$ cat src/rtl/hbd_pkg.sv
// Shared types for the H-bridge gate sequencer.
// Assumes: nothing beyond the IEEE 1800-2017 language.
package hbd_pkg;

    // Which transistor of a leg conducted most recently.
    typedef enum logic [1:0] {
        LAST_NONE = 2'd0,
        LAST_SRC  = 2'd1,
        LAST_SNK  = 2'd2
    } last_e;

    // Gate request of one leg, before crossover timing is applied.
    typedef struct packed {
        logic src;
        logic snk;
    } leg_req_t;

    localparam int LEG_A = 0;
    localparam int LEG_B = 1;
    localparam int NUM_LEGS = 2;

endpackage

$ cat src/rtl/hbd_decode.sv
// Command decoder: maps the two command bits and the chop request to the
// gate request of each leg. The output is combinational and contains no timing.
// Assumes: inputs already synchronous to the block clock.
module hbd_decode
    import hbd_pkg::*;
(
    input  logic     in_a,
    input  logic     in_b,
    input  logic     chop,
    output leg_req_t req_a,
    output leg_req_t req_b
);

    // Truth table: off / forward / reverse / brake, with chop turning the
    // driving source into the same-leg sink (slow-decay recirculation).
    always_comb begin
        req_a = '0;
        req_b = '0;
        unique case ({in_a, in_b})
            2'b10: begin
                req_a.src = ~chop;
                req_a.snk = chop;
                req_b.snk = 1'b1;
            end
            2'b01: begin
                req_a.snk = 1'b1;
                req_b.src = ~chop;
                req_b.snk = chop;
            end
            2'b11: begin
                req_a.snk = 1'b1;
                req_b.snk = 1'b1;
            end
            default: begin
                req_a = '0;
                req_b = '0;
            end
        endcase
    end

endmodule

$ cat src/rtl/hbd_wake.sv
// Settling window: holds ready low for WAKE_CYC edges after reset release
// or after sleep_n rises, and whenever sleep_n is low.
// Assumes: WAKE_CYC >= 1.
module hbd_wake #(
    parameter int WAKE_CYC = 300000
) (
    input  logic clk,
    input  logic rst_n,
    input  logic sleep_n,
    output logic ready
);

    localparam int WW = $clog2(WAKE_CYC + 1);
    localparam logic [WW-1:0] WAKE_END = WW'(WAKE_CYC);

    logic [WW-1:0] wcnt;

    // Count awake cycles up to the window length; restart while asleep.
    always_ff @(posedge clk) begin
        if (!rst_n || !sleep_n) begin
            wcnt <= '0;
        end else if (wcnt != WAKE_END) begin
            wcnt <= wcnt + 1'b1;
        end
    end

    // Ready once the full window has elapsed with sleep released.
    always_comb begin
        ready = sleep_n && (wcnt == WAKE_END);
    end

endmodule

$ cat src/rtl/hbd_leg.sv
// One half-bridge leg: registers the source and sink enables and enforces
// a crossover gap of DEAD_CYC cycles whenever conduction passes between
// the two transistors. A transistor that returns after itself turns on at
// once. Removal of a gate is never delayed.
// Assumes: req_src and req_snk are never both high; DEAD_CYC >= 1.
module hbd_leg
    import hbd_pkg::*;
#(
    parameter int DEAD_CYC = 85
) (
    input  logic clk,
    input  logic rst_n,
    input  logic en,
    input  logic req_src,
    input  logic req_snk,
    output logic src_q,
    output logic snk_q
);

    localparam int CW = $clog2(DEAD_CYC + 1);
    localparam logic [CW-1:0] GAP_LOAD = CW'(DEAD_CYC - 1);

    logic [CW-1:0] gap_cnt;
    last_e         last_q;
    logic          want_src, want_snk;
    logic          block_src, block_snk;
    logic          nxt_src, nxt_snk;
    logic          drop;

    // Next gate state: grant a request only if the opposite device is off
    // and, when it was the last to conduct, the gap has run out.
    always_comb begin
        want_src  = en & req_src;
        want_snk  = en & req_snk;
        block_src = snk_q | ((last_q == LAST_SNK) && (gap_cnt != '0));
        block_snk = src_q | ((last_q == LAST_SRC) && (gap_cnt != '0));
        nxt_src   = want_src & (src_q | ~block_src);
        nxt_snk   = want_snk & (snk_q | ~block_snk);
        drop      = (src_q & ~nxt_src) | (snk_q & ~nxt_snk);
    end

    // Gate registers.
    always_ff @(posedge clk) begin
        if (!rst_n) begin
            src_q <= 1'b0;
            snk_q <= 1'b0;
        end else begin
            src_q <= nxt_src;
            snk_q <= nxt_snk;
        end
    end

    // Crossover gap timer: reloads when a gate drops, then counts to zero.
    always_ff @(posedge clk) begin
        if (!rst_n) begin
            gap_cnt <= '0;
        end else if (drop) begin
            gap_cnt <= GAP_LOAD;
        end else if (gap_cnt != '0) begin
            gap_cnt <= gap_cnt - 1'b1;
        end
    end

    // Remember which device conducted last, updated as it turns off.
    always_ff @(posedge clk) begin
        if (!rst_n) begin
            last_q <= LAST_NONE;
        end else if (src_q && !nxt_src) begin
            last_q <= LAST_SRC;
        end else if (snk_q && !nxt_snk) begin
            last_q <= LAST_SNK;
        end
    end

endmodule

$ cat src/rtl/hbridge_gate_ctrl.sv
// Top of the H-bridge gate sequencer: command decode, settling window,
// global gate kill and two crossover-timed legs.
// Assumes: all inputs synchronous to clk; DEAD_CYC >= 1; WAKE_CYC >= 1.
module hbridge_gate_ctrl
    import hbd_pkg::*;
#(
    parameter int DEAD_CYC = 85,
    parameter int WAKE_CYC = 300000
) (
    input  logic clk,
    input  logic rst_n,
    input  logic sleep_n,
    input  logic uvlo,
    input  logic over_temp,
    input  logic in_a,
    input  logic in_b,
    input  logic chop,
    output logic src_a,
    output logic snk_a,
    output logic src_b,
    output logic snk_b
);

    leg_req_t                req_a, req_b;
    leg_req_t [NUM_LEGS-1:0] req_v;
    logic     [NUM_LEGS-1:0] src_v, snk_v;
    logic                    ready;
    logic                    gate_en;

    hbd_decode u_dec (
        .in_a  (in_a),
        .in_b  (in_b),
        .chop  (chop),
        .req_a (req_a),
        .req_b (req_b)
    );

    hbd_wake #(.WAKE_CYC(WAKE_CYC)) u_wake (
        .clk     (clk),
        .rst_n   (rst_n),
        .sleep_n (sleep_n),
        .ready   (ready)
    );

    // Global enable: settled, and no supply or thermal fault.
    always_comb begin
        gate_en = ready & ~uvlo & ~over_temp;
        req_v[LEG_A] = req_a;
        req_v[LEG_B] = req_b;
    end

    for (genvar g = 0; g < NUM_LEGS; g++) begin : g_leg
        hbd_leg #(.DEAD_CYC(DEAD_CYC)) u_leg (
            .clk     (clk),
            .rst_n   (rst_n),
            .en      (gate_en),
            .req_src (req_v[g].src),
            .req_snk (req_v[g].snk),
            .src_q   (src_v[g]),
            .snk_q   (snk_v[g])
        );
    end

    // Map leg vectors to named outputs.
    always_comb begin
        src_a = src_v[LEG_A];
        snk_a = snk_v[LEG_A];
        src_b = src_v[LEG_B];
        snk_b = snk_v[LEG_B];
    end

endmodule

$ cat config.mk
export PLATFORM = sky130hd
export DESIGN_NAME = hbridge_gate_ctrl
export DESIGN_NICKNAME = d
export VERILOG_FILES = /design/src/rtl/hbd_pkg.sv /design/src/rtl/hbd_decode.sv /design/src/rtl/hbd_wake.sv /design/src/rtl/hbd_leg.sv /design/src/rtl/hbridge_gate_ctrl.sv
export SDC_FILE = /design/constraint.sdc
export NUM_CORES = 1
export LEC_CHECK = 0
export CAP_MARGIN = 25
export CORE_ASPECT_RATIO = 0.5
export CORE_MARGIN = 2
export CORE_UTILIZATION = 58
export CTS_CLUSTER_SIZE = 14
export DETAILED_ROUTE_END_ITERATION = 8
export GPL_ROUTABILITY_DRIVEN = 0
export GPL_TIMING_DRIVEN = 0
export PLACE_DENSITY_LB_ADDON = 0.15
export SLEW_MARGIN = 20
export SYNTH_ARGS = -nofsm -noshare
export SYNTH_HDL_FRONTEND = slang
export SYNTH_SLANG_ARGS = --single-unit
$ cat constraint.sdc
create_clock -name clk -period 2.02 [get_ports clk]
set_input_delay 0.303 -clock clk [delete_from_list [all_inputs] [get_ports clk]]
set_output_delay 0.303 -clock clk [all_outputs]
set_load 0.02 [all_outputs]
# Word level (Yosys, flattened, before mapping)
# Cells that the tools add are included.
totals:
  output_inout_bits: 4
  register_bits: 41
classes:
  n_eq_ne: 9
  n_reduce_logical: 28
  n_mux: 12
  bitwise_logic: 36
  n_addsub: 3
ops:
  columns: ["cell", "n"]
  rows:
  - ["$mux 7", 4]
  - ["$add 19x1->19 const B", 1]
  - ["$eq 19x19->1 const B", 1]
  - ["$ne 19x19->1 const B", 1]
  - ["$and 1x1->1", 14]
  - ["$reduce_bool 7->1", 2]
  - ["$sub 7x1->7 const B", 2]
  - ["$not 1->1", 12]
  - ["$reduce_or 2->1", 6]
  - ["$or 1x1->1", 10]
  - ["$logic_and 1x1->1", 9]
  - ["$eq 2x2->1 const B", 4]
  - ["$reduce_bool 2->1", 4]
  - ["$eq 2x1->1 const B", 3]
  - ["$logic_not 1->1", 6]
  - ["$mux 1", 6]
  - ["$pmux 1 s2", 2]
  - ["$logic_or 1x1->1", 1]

# Depth between registers and ports, before layout
logic_depth:
  depth_word: 10
  ltp_mapped: 7
  ltp_nobuf: 6

# By module
# Synthesis repeated with hierarchy kept, for this count alone.
hier_totals:
  hier_cells: 234
  area_unflattened_um2: 2098.3
modules_own_cells:
  columns: ["module", "cells_each", "area_per_inst_um2", "instances", "seq_area_each_um2"]
  rows:
  - ["hbd_leg", 58, 534.3, 2, 220.2]
  - ["hbd_wake", 113, 984.7, 1, 380.4]
  - ["hbd_decode", 4, 32.5, 1, 0.0]
  - ["hbridge_gate_ctrl", 1, 12.5, 1, 0.0]

# Worst setup path after synthesis
# Ideal clock, no wire load.
synth_path:
  path_kind: "reg2reg"
  from: "register g_leg[1].u_leg.gap_cnt[0]"
  to: "register g_leg[1].u_leg.gap_cnt[1]"
  required_time_ns: 1.892
  path_stages_with_launch: 8
  arrival_time_ns: 1.694
  path_buffers: 1
  slack_ns: 0.198
  path_cell_list: "dfxtp_1 -> inv_1 -> ha_1 -> or4b_1 -> or3_1 -> clkbuf_1 -> mux2i_1 -> nor4b_2"
synth_between:
  elab_chain_cells: 10
  elab_cells_between_ends: 18
  classes_between: "add/sub: 1; bitwise: 13; reduce/logical: 4"
synth_rtl:
  columns: ["item", "line", "text"]
  rows:
  - ["start, declared", "hbd_leg.sv:23", "logic [CW-1:0] gap_cnt;"]
  - ["start signal, assigned", "hbd_leg.sv:60", "gap_cnt <= gap_cnt - 1'b1;"]
  - ["$reduce_bool 7->1", "hbd_leg.sv:35, hbd_leg.sv:36, hbd_leg.sv:59", null]
  - ["$logic_and 1x1->1 (on tied branches)", "hbd_leg.sv:35, hbd_leg.sv:36", null]
  - ["$or 1x1->1 (on tied branches)", "hbd_leg.sv:35, hbd_leg.sv:36", null]
  - ["$not 1->1 (on tied branches)", "hbd_leg.sv:37, hbd_leg.sv:38", null]
  - ["$or 1x1->1 (on tied branches)", "hbd_leg.sv:37, hbd_leg.sv:38", null]
  - ["$and 1x1->1 (on tied branches)", "hbd_leg.sv:37, hbd_leg.sv:38", null]
  - ["$not 1->1", "hbd_leg.sv:39", "drop = (src_q & ~nxt_src) | (snk_q & ~nxt_snk);"]
  - ["$and 1x1->1", "hbd_leg.sv:39", null]
  - ["$or 1x1->1", "hbd_leg.sv:39", null]
  - ["$reduce_or 2->1 (no source line)", null, null]
# Parallel ways exist; a longest one is shown, timed or not.
# A chain may end at the register's enable or synchronous reset.

# Final worst setup path
layout_path:
  from: "register u_wake.wcnt[11]"
  to: "register g_leg[0].u_leg.gap_cnt[2]"
layout_between:
  elab_chain_cells: 10
  elab_cells_between_ends: 15
  classes_between: "eq/ne: 1; mux: 1; bitwise: 11; reduce/logical: 2"
layout_rtl:
  columns: ["item", "line", "text"]
  rows:
  - ["start, declared", "hbd_wake.sv:16", "logic [WW-1:0] wcnt;"]
  - ["start signal, assigned", "hbd_wake.sv:23", "wcnt <= wcnt + 1'b1;"]
  - ["$eq 19x19->1 (*)", "hbd_wake.sv:29", "ready = sleep_n && (wcnt == WAKE_END);"]
  - ["$logic_and 1x1->1 (*)", "hbd_wake.sv:29", null]
  - ["$and 1x1->1 (*) (2 in a row)", "hbridge_gate_ctrl.sv:47", "gate_en = ready & ~uvlo & ~over_temp;"]
  - ["$and 1x1->1 (on tied branches)", "hbd_leg.sv:33, hbd_leg.sv:34", null]
  - ["$and 1x1->1 (on tied branches)", "hbd_leg.sv:37, hbd_leg.sv:38", null]
  - ["$not 1->1", "hbd_leg.sv:39", null]
  - ["$and 1x1->1", "hbd_leg.sv:39", null]
  - ["$or 1x1->1 (*)", "hbd_leg.sv:39", null]
  - ["$mux 7 / $reduce_bool 2->1 (equally long branches)", null, null]
  - ["end signal, assigned", "hbd_leg.sv:60", null]
  - ["end, declared", "hbd_leg.sv:23", null]
# Mark *: on every way between the ends. The rest lies on a longest branch, timed or not.

==> impl_results.md <==
* Placed cells at between 200 and 300
* Crit path capture type: flop
* Outcome: completed
* Hold buffers post-CTS at 0
* List of cells traversed by the critical path: nor4b_4 -> nand4_2 -> o41a_1 -> o31a_1
* Post-synthesis average cell area at ~9.0 µm²
* Critical path's top delay family: compound AO/OA/AOI/OAI gates
* Hold Path End: g_leg[0].u_leg.last_q[0]
* Critical Path AT at roughly 2.1 ns
* Floorplan die area at between 0.004 and 0.005 mm²
* Flop2flop setup slack at approximately 0.098 ns
* Most used DFF post-synth: dfxtp_1
* Antenna Diode Count at 0
* Number of buffer and inverter stages on the critical path at 0
* Peak supply drop at ~0.0007 V
* Filler Cell Count at ~290
* Half-perimeter wire length after detailed placement at around 2900 µm
* Routed vias at roughly 1700
* H-Tree Level Count at 2
* Longest Clk Path Bufs at 2
* DRT Wirelength at approximately 4000 µm
* Setup repair after global routing missed its margin: no
* Iteration-0 DRC Markers at 30
* Number of post-CTS setup repair buffers at 0
* Minimum clock period after layout at between 1.5 and 2 ns
* Number of max-slew violations in the final report at 0
* Met2 WL post-DR at 1920 µm
* Fin cells at slightly below 300
* Number of rows created at floorplan at 15
* Number of search-and-repair iterations in the first detailed-routing pass at 4
* Cell chosen for the clock root: clkbuf_8
* Largest clock skew in the final design at 0.00230 ns
* Clock transition at the registers of the reported paths at around 0.07 ns
* Growth of design area from synthesis to finish at 12.9%
* WL met1 at about 2000 µm
* Crit share post-route at 0.951
* Slew @ Worst Pin at ~0.44 ns
* Highest routing layer actually used: met4
* Start point of the worst hold path: g_leg[0].u_leg.last_q[0]
* Min-Delay Path Class: reg2reg
* Count of cells along the worst hold path at 2
* Clock net sink count at 41
* Routed wirelength normalized by instance count at 13.5 µm
* Synth Register Bits at between 40 and 50
* Effective utilization at floorplan at 0.605
* # IOs at 12
* IO Port Bufs at 11
* Power Total at between 2 and 2.5 mW
* Slew HR at 0.704
* Master of the slowest instance on the critical path: o41a_1
* First-pass GRT wire length at between 6000 and 7000 µm
* Number of maximum-capacitance constraint violations at 0
* Mapped Cells at 231
* Total standard cell area after synthesis at between 0.002 and 0.0025 mm²
* Crit Reg-Reg Startpoint: u_wake.wcnt[11]
* TritonCTS buffer count at 5
* Number of flops mapped to enable cells by yosys at 0
* Layout net count at around 260
* All-layer global routing usage at 0.212
* Post-synthesis net count at about 240
* Met3 layer wire length in the routed design at about 130 µm
* Largest net degree at the start of global routing at 12
* Clock latency reported for the late side of the worst-skew pair at about 0.28 ns
* Crit path largest cell delay at 0.54 ns
* Static leakage at about 0.79 nW
* Remaining global-route overflow at 0
* Final count of hold timing violations at 0
* Critical Path Fanout Max at 7
* Die outline height at approximately 46 µm
* Share of the yosys chip area belonging to registers at 0.395
* Number of antenna violations at the first check in global routing at 0
* Utilization after layout at 0.683
* Tightest hold margin at around 0.48 ns
* Die W at about 90 µm
* Detail Route Antenna Nets at 0
* Share of flip-flops with an asynchronous set or reset after synthesis at 0
* Setup-violating endpoint count in the final report at 0
* Vias in the first global route at approximately 1500
* Distinct cell type count after synthesis at between 40 and 50
* CTS tree: built
* Setup CP Type: reg2reg
* Detail-routed via count per cell at 5.85
* Core region area at 0.00343 mm²
* Capture point of the worst reg-to-reg path: g_leg[0].u_leg.gap_cnt[2]
* Power per cell area at roughly 900 mW/mm²
* R2R cell count at 4
* Fraction of layout cells with a size suffix above 1 at 0.0850
* FMAX at between 500 and 600 MHz
* Critical path launch point type: flop
* Number of warnings reported in the yosys synthesis log at 0
* Post-route DRC at 0
* Required time worst endpoint at 2.20 ns
[metrics by stage]
stage | cell area (µm²) | worst slack [ns] | setup TNS (ns)
after floorplan | 2080 | 0.198 | 0
after global placement | 2250 | -0.0745 | -0.258
after detailed placement | 2250 | -0.0854 | -0.357
after CTS | 2340 | 0.0254 | 0
after global routing | 2350 | 0.000328 | 0
final | 2350 | 0.0981 | 0
[area by class of cell]
| cell class | instances | area, µm² | share of cell area |
|---|---|---|---|
| Clock buffer | 7 | 86.3 | 0.0368 |
| Inverter | 13 | 48.8 | 0.0208 |
| Sequential cell | 41 | 822 | 0.350 |
| Timing Repair Buffer | 11 | 110 | 0.0469 |
| Buffer | 4 | 18.8 | 0.00800 |
| Tap cell | 51 | 63.8 | 0.0272 |
| Multi-Input combinational cell | 171 | 1200 | 0.510 |
[worst min-delay path, delay by kind of cell, from the launching register on]
family | cells | cell delay (ns)
flip-flops | 1 | 0.33
AND/OR/NAND/NOR | 1 | 0.06
AO/OA/AOI/OAI | 1 | 0.05
[Yosys cell counts (3+ instances only)]
| library cell | instances | share of area |
|---|---|---|
| nand3_1 | 4 | 0.0096 |
| nand4_1 | 6 | 0.018 |
| a21oi_1 | 9 | 0.022 |
| clkbuf_1 | 5 | 0.0090 |
| inv_1 | 13 | 0.023 |
| dfxtp_1 | 41 | 0.39 |
| or3_1 | 9 | 0.027 |
| o21a_1 | 5 | 0.018 |
| nor2_1 | 17 | 0.031 |
| nand2b_1 | 4 | 0.012 |
| nor4_1 | 10 | 0.030 |
| xnor2_1 | 8 | 0.034 |
| xor2_1 | 7 | 0.030 |
| o31a_1 | 8 | 0.034 |
| o211a_1 | 3 | 0.014 |
| o21ai_0 | 14 | 0.034 |
| ha_1 | 4 | 0.024 |
| a31oi_1 | 4 | 0.012 |
| nand2_1 | 18 | 0.033 |
| nor3_1 | 7 | 0.017 |
[state kept, by name (all words and copies together), names as in the netlist]
register and cells:
u_wake.wcnt 19, g_leg.u_leg.gap_cnt 14, g_leg.u_leg.last_q 4, g_leg.u_leg.snk_q 2
g_leg.u_leg.src_q 2
[per-layer routing]
| layer | up-vias | GRT usage |
|---|---|---|
| li1 | 883 | - |
| met1 | 834 | 0.268 |
| met5 | - | 0 |
| met3 | 3 | 0.0645 |
| met4 | 0 | 0.0485 |
| met2 | 22 | 0.363 |
[cell families (layout without fill, tap and decap cells)]
family | count (synthesis) | count (layout) | share of synthesized area
adder cells (fa/ha/maj) | 4 | 4 | 0.0241
flip-flops | 41 | 41 | 0.395
buffers and inverters | 19 | 35 | 0.0349
multiplexers | 2 | 2 | 0.00963
AND/OR/NAND/NOR | 96 | 96 | 0.287
AO/OA/AOI/OAI | 54 | 54 | 0.187
XOR/XNOR | 15 | 15 | 0.0632
[worst max path at each step]
stage | startpoint | end | slack [ns] | cells after the start
floorplan | g_leg[1].u_leg.gap_cnt[0] | g_leg[1].u_leg.gap_cnt[1] | 0.20 | 7
global placement | in_b | g_leg[1].u_leg.gap_cnt[4] | -0.07 | 6
detailed placement | in_b | g_leg[1].u_leg.gap_cnt[5] | -0.09 | 6
CTS | g_leg[1].u_leg.gap_cnt[0] | g_leg[1].u_leg.gap_cnt[1] | 0.03 | 7
global route | g_leg[0].u_leg.gap_cnt[1] | g_leg[0].u_leg.gap_cnt[1] | 0.0003 | 7
finish | u_wake.wcnt[11] | g_leg[0].u_leg.gap_cnt[2] | 0.1 | 4
[placed cells by master (no fill, tap or decap), types with 4 or more instances in the layout]
cell type,n
xor2_1,7
nor4_1,10
nand4_1,6
clkbuf_1,4
dfxtp_1,40
nor3_1,7
o21a_1,5
o21ai_0,14
or3_1,8
nand3_1,4
o31a_1,8
inv_1,13
a21oi_1,9
nand2b_1,4
nand2_1,18
xnor2_1,8
clkdlybuf4s50_1,11
a31oi_1,4
clkbuf_8,6
nor2_1,17
[what timing repair did]
action	in CTS	in global routing
endpoints found under the setup margin	0	16
resized for setup	0	6
hold endpoints to repair	0	0
[report_power, final]
| part | switching [mW] | internal (mW) |
|---|---|---|
| sequential | 0.0780 | 0.894 |
| clock | 0.256 | 0.271 |
| combinational | 0.284 | 0.338 |
| total | 0.619 | 1.50 |
Power figures use the tool's default switching activity.
